==> src/rtl/chain_grant_pkg.sv <==
// Shared definitions for the daisy-chain grant controller.
package chain_grant_pkg;

    // Ownership state of one card.
    typedef enum logic [1:0] {
        ST_IDLE = 2'd0,  // passing the token through
        ST_PEND = 2'd1,  // token held, waiting for the bus to go quiet
        ST_OWN  = 2'd2   // card is bus master
    } cg_state_e;

    // Bit positions inside the synchronized input vector.
    localparam int SYN_GRANT = 0;
    localparam int SYN_CLEAR = 1;
    localparam int SYN_BUSY  = 2;
    localparam int SYN_W     = 3;

endpackage

==> src/rtl/cg_sync.sv <==
// Multi-bit, multi-stage level synchronizer.
// Assumes every bit is an independent level, so a bit may lag or lead
// its neighbours by one clock. Each bit resets to its own value.
module cg_sync #(
    parameter int                WIDTH   = 3,
    parameter int                STAGES  = 2,
    parameter logic [WIDTH-1:0]  RST_VAL = '0
) (
    input  logic             clk,
    input  logic             rst_n,
    input  logic [WIDTH-1:0] d,
    output logic [WIDTH-1:0] q
);

    logic [WIDTH-1:0] chain_q [STAGES];

    // Shift the sampled levels along the stage chain.
    always_ff @(posedge clk) begin
        if (!rst_n) begin
            for (int i = 0; i < STAGES; i++) begin
                chain_q[i] <= RST_VAL;
            end
        end else begin
            chain_q[0] <= d;
            for (int i = 1; i < STAGES; i++) begin
                chain_q[i] <= chain_q[i-1];
            end
        end
    end

    assign q = chain_q[STAGES-1];

endmodule

==> src/rtl/cg_wait_timer.sv <==
// Counts the clocks a card spends waiting for the token. It reports
// expiry once the count reaches the programmed limit. The count
// saturates and clears whenever the card stops waiting.
module cg_wait_timer #(
    parameter int CNT_W = 8
) (
    input  logic             clk,
    input  logic             rst_n,
    input  logic             waiting,
    input  logic [CNT_W-1:0] limit,
    output logic             expired
);

    localparam logic [CNT_W-1:0] CNT_MAX = '1;

    logic [CNT_W-1:0] wait_q;

    // Advance while waiting, hold at the top, clear otherwise.
    always_ff @(posedge clk) begin
        if (!rst_n) begin
            wait_q <= '0;
        end else if (!waiting) begin
            wait_q <= '0;
        end else if (wait_q != CNT_MAX) begin
            wait_q <= wait_q + 1'b1;
        end
    end

    assign expired = (wait_q >= limit);

endmodule

==> src/rtl/cg_tenure_guard.sv <==
// Blanks the clear line at the start of each tenure. A card that pulled
// the clear line itself still sees it low through the synchronizer for a
// few clocks after it wins. This guard keeps that echo from ending the
// new tenure at once.
module cg_tenure_guard #(
    parameter int GUARD   = 3,
    parameter int GUARD_W = 2
) (
    input  logic clk,
    input  logic rst_n,
    input  logic tenure,
    output logic done
);

    localparam logic [GUARD_W-1:0] GUARD_END = GUARD_W'(GUARD);

    logic [GUARD_W-1:0] age_q;

    // Age the tenure up to the guard length.
    always_ff @(posedge clk) begin
        if (!rst_n) begin
            age_q <= '0;
        end else if (!tenure) begin
            age_q <= '0;
        end else if (age_q != GUARD_END) begin
            age_q <= age_q + 1'b1;
        end
    end

    assign done = (age_q == GUARD_END);

endmodule

==> src/rtl/cg_master_fsm.sv <==
// Ownership state machine for one slot of the chain.
// Assumes all backplane inputs arrive already synchronized. Every
// output is registered, so the grant output moves only on a clock edge.
module cg_master_fsm
    import chain_grant_pkg::*;
(
    input  logic clk,
    input  logic rst_n,
    input  logic gi_s,
    input  logic clr_n_s,
    input  logic busy_s,
    input  logic req,
    input  logic prio,
    input  logic xfer_busy,
    input  logic expired,
    input  logic guard_done,
    output logic waiting,
    output logic tenure,
    output logic grant_out,
    output logic own_n,
    output logic granted,
    output logic clear_pull,
    output logic yield_req
);

    cg_state_e st_q, st_nx;
    logic      gout_nx;
    logic      arrive;
    logic      clr_act;
    logic      release_now;

    // A token has arrived when the input level no longer matches the
    // level being passed on while the card is idle.
    assign arrive      = (gi_s != grant_out);
    assign clr_act     = guard_done && !clr_n_s;
    assign release_now = !req || (clr_act && !xfer_busy);
    assign waiting     = (st_q == ST_IDLE) && req && !arrive;
    assign tenure      = (st_q == ST_OWN);

    // Next state and next grant level.
    always_comb begin
        st_nx   = st_q;
        gout_nx = grant_out;
        case (st_q)
            ST_IDLE: begin
                if (arrive) begin
                    if (!req) begin
                        gout_nx = gi_s;
                    end else if (busy_s) begin
                        st_nx = ST_PEND;
                    end else begin
                        st_nx = ST_OWN;
                    end
                end
            end
            ST_PEND: begin
                if (!req) begin
                    st_nx   = ST_IDLE;
                    gout_nx = gi_s;
                end else begin
                    gout_nx = ~gi_s;
                    if (!busy_s) begin
                        st_nx = ST_OWN;
                    end
                end
            end
            ST_OWN: begin
                if (release_now) begin
                    st_nx   = ST_IDLE;
                    gout_nx = gi_s;
                end else begin
                    gout_nx = ~gi_s;
                end
            end
            default: begin
                st_nx   = ST_IDLE;
                gout_nx = gi_s;
            end
        endcase
    end

    // Register state and every backplane-facing output.
    always_ff @(posedge clk) begin
        if (!rst_n) begin
            st_q       <= ST_IDLE;
            grant_out  <= 1'b0;
            own_n      <= 1'b1;
            granted    <= 1'b0;
            clear_pull <= 1'b0;
            yield_req  <= 1'b0;
        end else begin
            st_q       <= st_nx;
            grant_out  <= gout_nx;
            own_n      <= (st_nx != ST_OWN);
            granted    <= (st_nx == ST_OWN);
            clear_pull <= (st_nx == ST_IDLE) && req && (prio || expired);
            yield_req  <= (st_q == ST_OWN) && !release_now && clr_act;
        end
    end

endmodule

==> src/rtl/chain_grant_ctrl.sv <==
// Per-card bus grant controller for a daisy-chained backplane.
// Synchronizes the grant, clear and cycle-busy lines, then drives the
// grant output, the ownership line and the clear-line pull enable.
// Assumes the open-drain drivers and the backplane busy OR sit outside.
module chain_grant_ctrl
    import chain_grant_pkg::*;
#(
    parameter int CNT_W       = 8,
    parameter int SYNC_STAGES = 2
) (
    input  logic             clk,
    input  logic             rst_n,
    input  logic [CNT_W-1:0] pass_limit,
    input  logic             req,
    input  logic             prio,
    input  logic             xfer_busy,
    output logic             granted,
    output logic             yield_req,
    input  logic             grant_in,
    output logic             grant_out,
    output logic             own_n,
    input  logic             clear_n_in,
    output logic             clear_pull,
    input  logic             cyc_busy
);

    localparam int GUARD   = SYNC_STAGES + 1;
    localparam int GUARD_W = $clog2(GUARD + 1);
    localparam logic [SYN_W-1:0] SYN_RST = SYN_W'(1) << SYN_CLEAR;

    logic [SYN_W-1:0] raw_in, syn_out;
    logic gi_s, clr_n_s, busy_s;
    logic waiting, expired, tenure, guard_done;

    // Collect the asynchronous backplane inputs into one vector.
    always_comb begin
        raw_in            = '0;
        raw_in[SYN_GRANT] = grant_in;
        raw_in[SYN_CLEAR] = clear_n_in;
        raw_in[SYN_BUSY]  = cyc_busy;
    end

    cg_sync #(
        .WIDTH   (SYN_W),
        .STAGES  (SYNC_STAGES),
        .RST_VAL (SYN_RST)
    ) u_sync (
        .clk   (clk),
        .rst_n (rst_n),
        .d     (raw_in),
        .q     (syn_out)
    );

    assign gi_s    = syn_out[SYN_GRANT];
    assign clr_n_s = syn_out[SYN_CLEAR];
    assign busy_s  = syn_out[SYN_BUSY];

    cg_wait_timer #(
        .CNT_W (CNT_W)
    ) u_wait (
        .clk     (clk),
        .rst_n   (rst_n),
        .waiting (waiting),
        .limit   (pass_limit),
        .expired (expired)
    );

    cg_tenure_guard #(
        .GUARD   (GUARD),
        .GUARD_W (GUARD_W)
    ) u_guard (
        .clk    (clk),
        .rst_n  (rst_n),
        .tenure (tenure),
        .done   (guard_done)
    );

    cg_master_fsm u_fsm (
        .clk        (clk),
        .rst_n      (rst_n),
        .gi_s       (gi_s),
        .clr_n_s    (clr_n_s),
        .busy_s     (busy_s),
        .req        (req),
        .prio       (prio),
        .xfer_busy  (xfer_busy),
        .expired    (expired),
        .guard_done (guard_done),
        .waiting    (waiting),
        .tenure     (tenure),
        .grant_out  (grant_out),
        .own_n      (own_n),
        .granted    (granted),
        .clear_pull (clear_pull),
        .yield_req  (yield_req)
    );

endmodule

==> config.mk <==
export PLATFORM = sky130hd
export DESIGN_NAME = chain_grant_ctrl
export DESIGN_NICKNAME = d
export VERILOG_FILES = /design/src/rtl/chain_grant_pkg.sv /design/src/rtl/cg_sync.sv /design/src/rtl/cg_wait_timer.sv /design/src/rtl/cg_tenure_guard.sv /design/src/rtl/cg_master_fsm.sv /design/src/rtl/chain_grant_ctrl.sv
export SDC_FILE = /design/constraint.sdc
export NUM_CORES = 1
export LEC_CHECK = 0
export ABC_AREA = 1
export BUFFER_PORTS_ARGS = -buffer_cell sky130_fd_sc_hd__buf_2
export CAP_MARGIN = 20
export CORE_ASPECT_RATIO = 1.1
export CORE_MARGIN = 4
export CORE_UTILIZATION = 55
export CTS_CLUSTER_SIZE = 30
export DETAILED_ROUTE_END_ITERATION = 7
export GPL_TIMING_DRIVEN = 0
export PLACE_DENSITY = 0.78
export SYNTH_ARGS = -nofsm -noshare
export SYNTH_HDL_FRONTEND = slang
export SYNTH_SLANG_ARGS = --single-unit
export TNS_END_PERCENT = 20
==> constraint.sdc <==
create_clock -name clk -period 2.3 [get_ports clk]
set_input_delay 0.115 -clock clk [delete_from_list [all_inputs] [get_ports clk]]
set_output_delay 0.115 -clock clk [all_outputs]
set_load 0.01 [all_outputs]
==> metrics.md <==
| Metric | Value |
|---|---|
| Kind of cell with the highest combined delay on the critical path | `simple AND/OR/NAND/NOR gates` |
| Seq/Total Area, Yosys | `0.346` |
| Slowest cell on crit path | `sky130_fd_sc_hd__dfxtp_1` |
| Setup violators final | `0` |
| Number of register bits inferred by synthesis | `23` |
| Total number of placement rows | `18` |
| Number of iterations in the first detailed-routing pass | `4` |
| Final core utilization | `0.666` |
| Layout overhead on the synthesized area | `13.9%` |
| Residual DRC | `0` |
| Leakage power | `around 0.82 nW` |
| H-tree depth | `1` |
| Switching part of the total | `0.279` |
| Die X-Extent | `54.9 µm` |
| Share of cells above drive strength 1 | `0.215` |
| Internal power consumption | `~0.54 mW` |
| Worst hold path cell count | `3` |
| Netlist Area Pre-Place | `approximately 1300 µm²` |
| Cell-by-cell listing of the critical path | `ha_1 > a21oi_1 > nor2_1 > nor3_1 > nand3_1 > nor2_1 > nor2_2` |
| Via count of the first global-routing pass | `roughly 1,100` |
| Number of max-cap violations | `0` |
| Initial Utilization | `0.585` |
| CP Max Fanout | `5` |
| Switching power total | `0.209 mW` |
| P per Cell Area | `495 nW/µm²` |
| Post-DP HPWL | `~1900 µm` |
| Final Cycle Share | `0.653` |
| Highest clock frequency the design can meet | `between 600 and 700 MHz` |
| Detail-routed net length per standard cell | `~10 µm` |
| Placer congestion estimate | `about 0.77` |
| Worst Path Arrival | `around 1.7 ns` |
| WP data required | `between 2 and 3 ns` |
| Type of element capturing the critical path | `register` |
| Setup slack, reg-to-reg | `between 0.7 and 0.8 ns` |
| Cell taking the most area after synthesis | `sky130_fd_sc_hd__dfxtp_1` |
| Number of slew-limit violations in the final report | `0` |
| Count of final hold-check violations | `0` |
| Average cell area after synthesis | `about 7.4 µm²` |
| Count of non-filler cells in the finished layout | `between 200 and 250` |
| Most prevalent standard cell on the critical path | `sky130_fd_sc_hd__nor2_1` |
| Root buffer cell | `sky130_fd_sc_hd__clkbuf_4` |
| Top post-synthesis cells by area | `sky130_fd_sc_hd__dfxtp_1, sky130_fd_sc_hd__ha_1, sky130_fd_sc_hd__nand2_1` |
| Port-buffer cells | `18` |
| Via density | `4.89` |
| Shortest period the worst path allows | `1.50 ns` |
| RR Endpoint | `u_fsm.clear_pull$_SDFF_PN0_` |
| Die Height | `59.6 µm` |
| Number of violations reported at the end of detailed-routing iteration 0 | `18` |
| Fillers | `208` |
| Floorplan Core Area | `between 2000 and 2500 µm²` |
| Pin count of the biggest net entering global routing | `14` |
| CTS buffer count | `3` |
| Post-synth net total | `210` |
| Setup repair after global routing missed its margin | `no` |
| Run status | `completed` |
| Hold path start | `prio` |
| Clock Skews | `roughly 0.0044 ns` |
| Boundary pin count | `21` |
| CP Launch Type | `register` |
| Tightest Pin Transition | `around 0.25 ns` |
| Global-route wire length before repair | `~4100 µm` |
| Classification of the worst-slack hold path | `in -> reg` |
| TritonCTS sink count | `23` |
| Insertion delay of the later-clocked pin in the worst-skew pair | `roughly 0.3 ns` |
| Combined buffer and inverter count along the critical path | `0` |
| Final antenna-violating net count | `0` |
| Clock tree from TritonCTS | `done` |
| GRT Residual Overflow | `0` |
| Setup CP Type | `reg -> reg` |
| Slew Limit Headroom | `0.830` |
| ANT cells | `0` |
| Count of cells along the worst register-to-register path | `7` |
| Routed Wire Length | `2350 µm` |
| Share of the synthesized area in the top cell type | `0.346` |
| Full die area | `3270 µm²` |
| Vias post-DR | `roughly 1,100` |
| Clock transition at path regs | `between 0.1 and 0.15 ns` |
| Worst hold-check slack | `around 0.032 ns` |
| Placed instance count | `228` |
| Clock network power share | `0.236` |
| Synthesized netlist cell count | `180` |
| Count of nets after finishing | `236` |
| CP max stage delay | `roughly 0.46 ns` |
| Clock buffer depth | `2` |
| Count of yosys warnings during synthesis | `0` |
| Worst voltage drop across the vdd grid | `around 0.32 mV` |
| Post-route setup TNS | `0 ns` |
| Source of the worst register-to-register timing path | `u_wait.wait_q[5]$_SDFFE_PN0P_` |
| Global-route total usage across every layer | `0.171` |
| Number of antenna violations at the first check in global routing | `0` |
| Combinational Power Share | `0.186` |
| Distinct cells, synth | `26` |
| Sequential power share | `0.578` |
| Number of buffers added for setup after CTS | `0` |
| Worst Hold Path EP | `u_fsm.clear_pull$_SDFF_PN0_` |
-- final cells by class --
cell class / instances / area [µm²] / area share
multi-input cells: 120 / 719 / 0.475
flip-flops and latches: 23 / 460 / 0.304
inverters: 35 / 134 / 0.0884
repair buffers: 21 / 120 / 0.0793
well taps: 30 / 37.5 / 0.0248
clock buffers: 3 / 22.5 / 0.0149
plain buffers: 2 / 16.3 / 0.0107
clock inverters: 1 / 5.00 / 0.00330
-- cells by family after synthesis --
family	Yosys count	synth area share
and+or+nand+nor	85	0.311
buffers and inverters	37	0.113
DFF	23	0.346
AOI/OAI and AO/OA	15	0.0583
adders and majority gates	14	0.132
xor gates and xnor gates	6	0.0395
-- cell usage in the layout, fill, tap and decap left out --
| cell | netlist | layout |
|---|---|---|
| sky130_fd_sc_hd__a21oi_1 | 7 | 7 |
| sky130_fd_sc_hd__a31oi_1 | 2 | 2 |
| sky130_fd_sc_hd__buf_2 | 1 | 19 |
| sky130_fd_sc_hd__buf_6 | 1 | 1 |
| sky130_fd_sc_hd__clkbuf_4 | 0 | 3 |
| sky130_fd_sc_hd__clkinv_2 | 0 | 1 |
| sky130_fd_sc_hd__dfxtp_1 | 23 | 23 |
| sky130_fd_sc_hd__dlygate4sd3_1 | 0 | 3 |
| sky130_fd_sc_hd__ha_1 | 14 | 14 |
| sky130_fd_sc_hd__inv_1 | 31 | 31 |
| sky130_fd_sc_hd__inv_2 | 3 | 3 |
| sky130_fd_sc_hd__inv_4 | 1 | 1 |
| sky130_fd_sc_hd__nand2_1 | 41 | 41 |
| sky130_fd_sc_hd__nand2_2 | 5 | 5 |
| sky130_fd_sc_hd__nand2_4 | 1 | 1 |
| sky130_fd_sc_hd__nand3_1 | 9 | 9 |
| sky130_fd_sc_hd__nand3_2 | 4 | 4 |
| sky130_fd_sc_hd__nand4_1 | 3 | 3 |
| sky130_fd_sc_hd__nand4_2 | 1 | 1 |
| sky130_fd_sc_hd__nor2_1 | 13 | 13 |
| sky130_fd_sc_hd__nor2_2 | 2 | 2 |
| sky130_fd_sc_hd__nor2_4 | 1 | 1 |
| sky130_fd_sc_hd__nor3_1 | 2 | 2 |
| sky130_fd_sc_hd__nor4_1 | 1 | 1 |
| sky130_fd_sc_hd__o21ai_0 | 4 | 4 |
| sky130_fd_sc_hd__o21ai_1 | 2 | 2 |
| sky130_fd_sc_hd__or2_2 | 2 | 2 |
| sky130_fd_sc_hd__xnor2_1 | 3 | 3 |
| sky130_fd_sc_hd__xor2_1 | 3 | 3 |
-- registers in the layout (all words and copies together) (netlist names) --
signal            cells
u_fsm.clear_pull      1
u_sync.chain_q        6
u_fsm.st_q            2
u_fsm.granted         1
u_fsm.grant_out       1
u_wait.wait_q         8
u_fsm.own_n           1
u_guard.age_q         2
u_fsm.yield_req       1
-- worst max-delay path by stage --
stage                     slack, ns  cells after the start                     startpoint                           to
after floorplan                1.01                      7  u_wait.wait_q[5]$_SDFFE_PN0P_  u_fsm.clear_pull$_SDFF_PN0_
final                          0.80                      7  u_wait.wait_q[5]$_SDFFE_PN0P_  u_fsm.clear_pull$_SDFF_PN0_
after global placement         0.79                      7  u_wait.wait_q[5]$_SDFFE_PN0P_  u_fsm.clear_pull$_SDFF_PN0_
after global routing           0.69                      7  u_wait.wait_q[5]$_SDFFE_PN0P_  u_fsm.clear_pull$_SDFF_PN0_
after CTS                      0.77                      7  u_wait.wait_q[5]$_SDFFE_PN0P_  u_fsm.clear_pull$_SDFF_PN0_
after detailed placement       0.80                      7  u_wait.wait_q[5]$_SDFFE_PN0P_  u_fsm.clear_pull$_SDFF_PN0_
-- metal layers --
layer,vias up,GRT usage,wire length (µm)
met3,2,0.0252,87
met5,-,0,0
li1,610,-,-
met4,0,0.0925,27
met2,24,0.302,1220
met1,512,0.189,1020
-- tightest hold or removal path, stage by stage --
cell and delay [ns]:
sky130_fd_sc_hd__buf_2 0.07, sky130_fd_sc_hd__nor2_1 0.04, sky130_fd_sc_hd__nor2_2 0.08
-- through the flow --
step	setup slack, ns	area (µm²)	total power, mW
after floorplan	1.01	1330	0.539
after detailed placement	0.796	1460	0.579
after global placement	0.794	1460	0.573
final	0.799	1520	0.750
after CTS	0.772	1520	0.762
after global routing	0.687	1520	0.809
-- cells in the mapped netlist, drive strengths merged --
master,count
nand2,47
inv,35
dfxtp,23
nor2,16
ha,14
nand3,13
a21oi,7
o21ai,6
nand4,4
xnor2,3
xor2,3
a31oi,2
buf,2
nor3,2
or2,2
nor4,1
-- power by group through the flow --
stage	Combinational [mW]	Clock [mW]	Sequential, mW
finish	0.139	0.177	0.434
detailed placement	0.137	0	0.443
global placement	0.131	0	0.442
CTS	0.141	0.187	0.434
floorplan	0.0946	0	0.444
global route	0.161	0.211	0.437
-- timing repair --
item / 4_1_cts / 5_1_grt
hold buffers: 3 / 0
resized for setup: 0 / 0
hold endpoints to repair: 3 / 0
No activity file was read; power rests on OpenSTA's default activity.
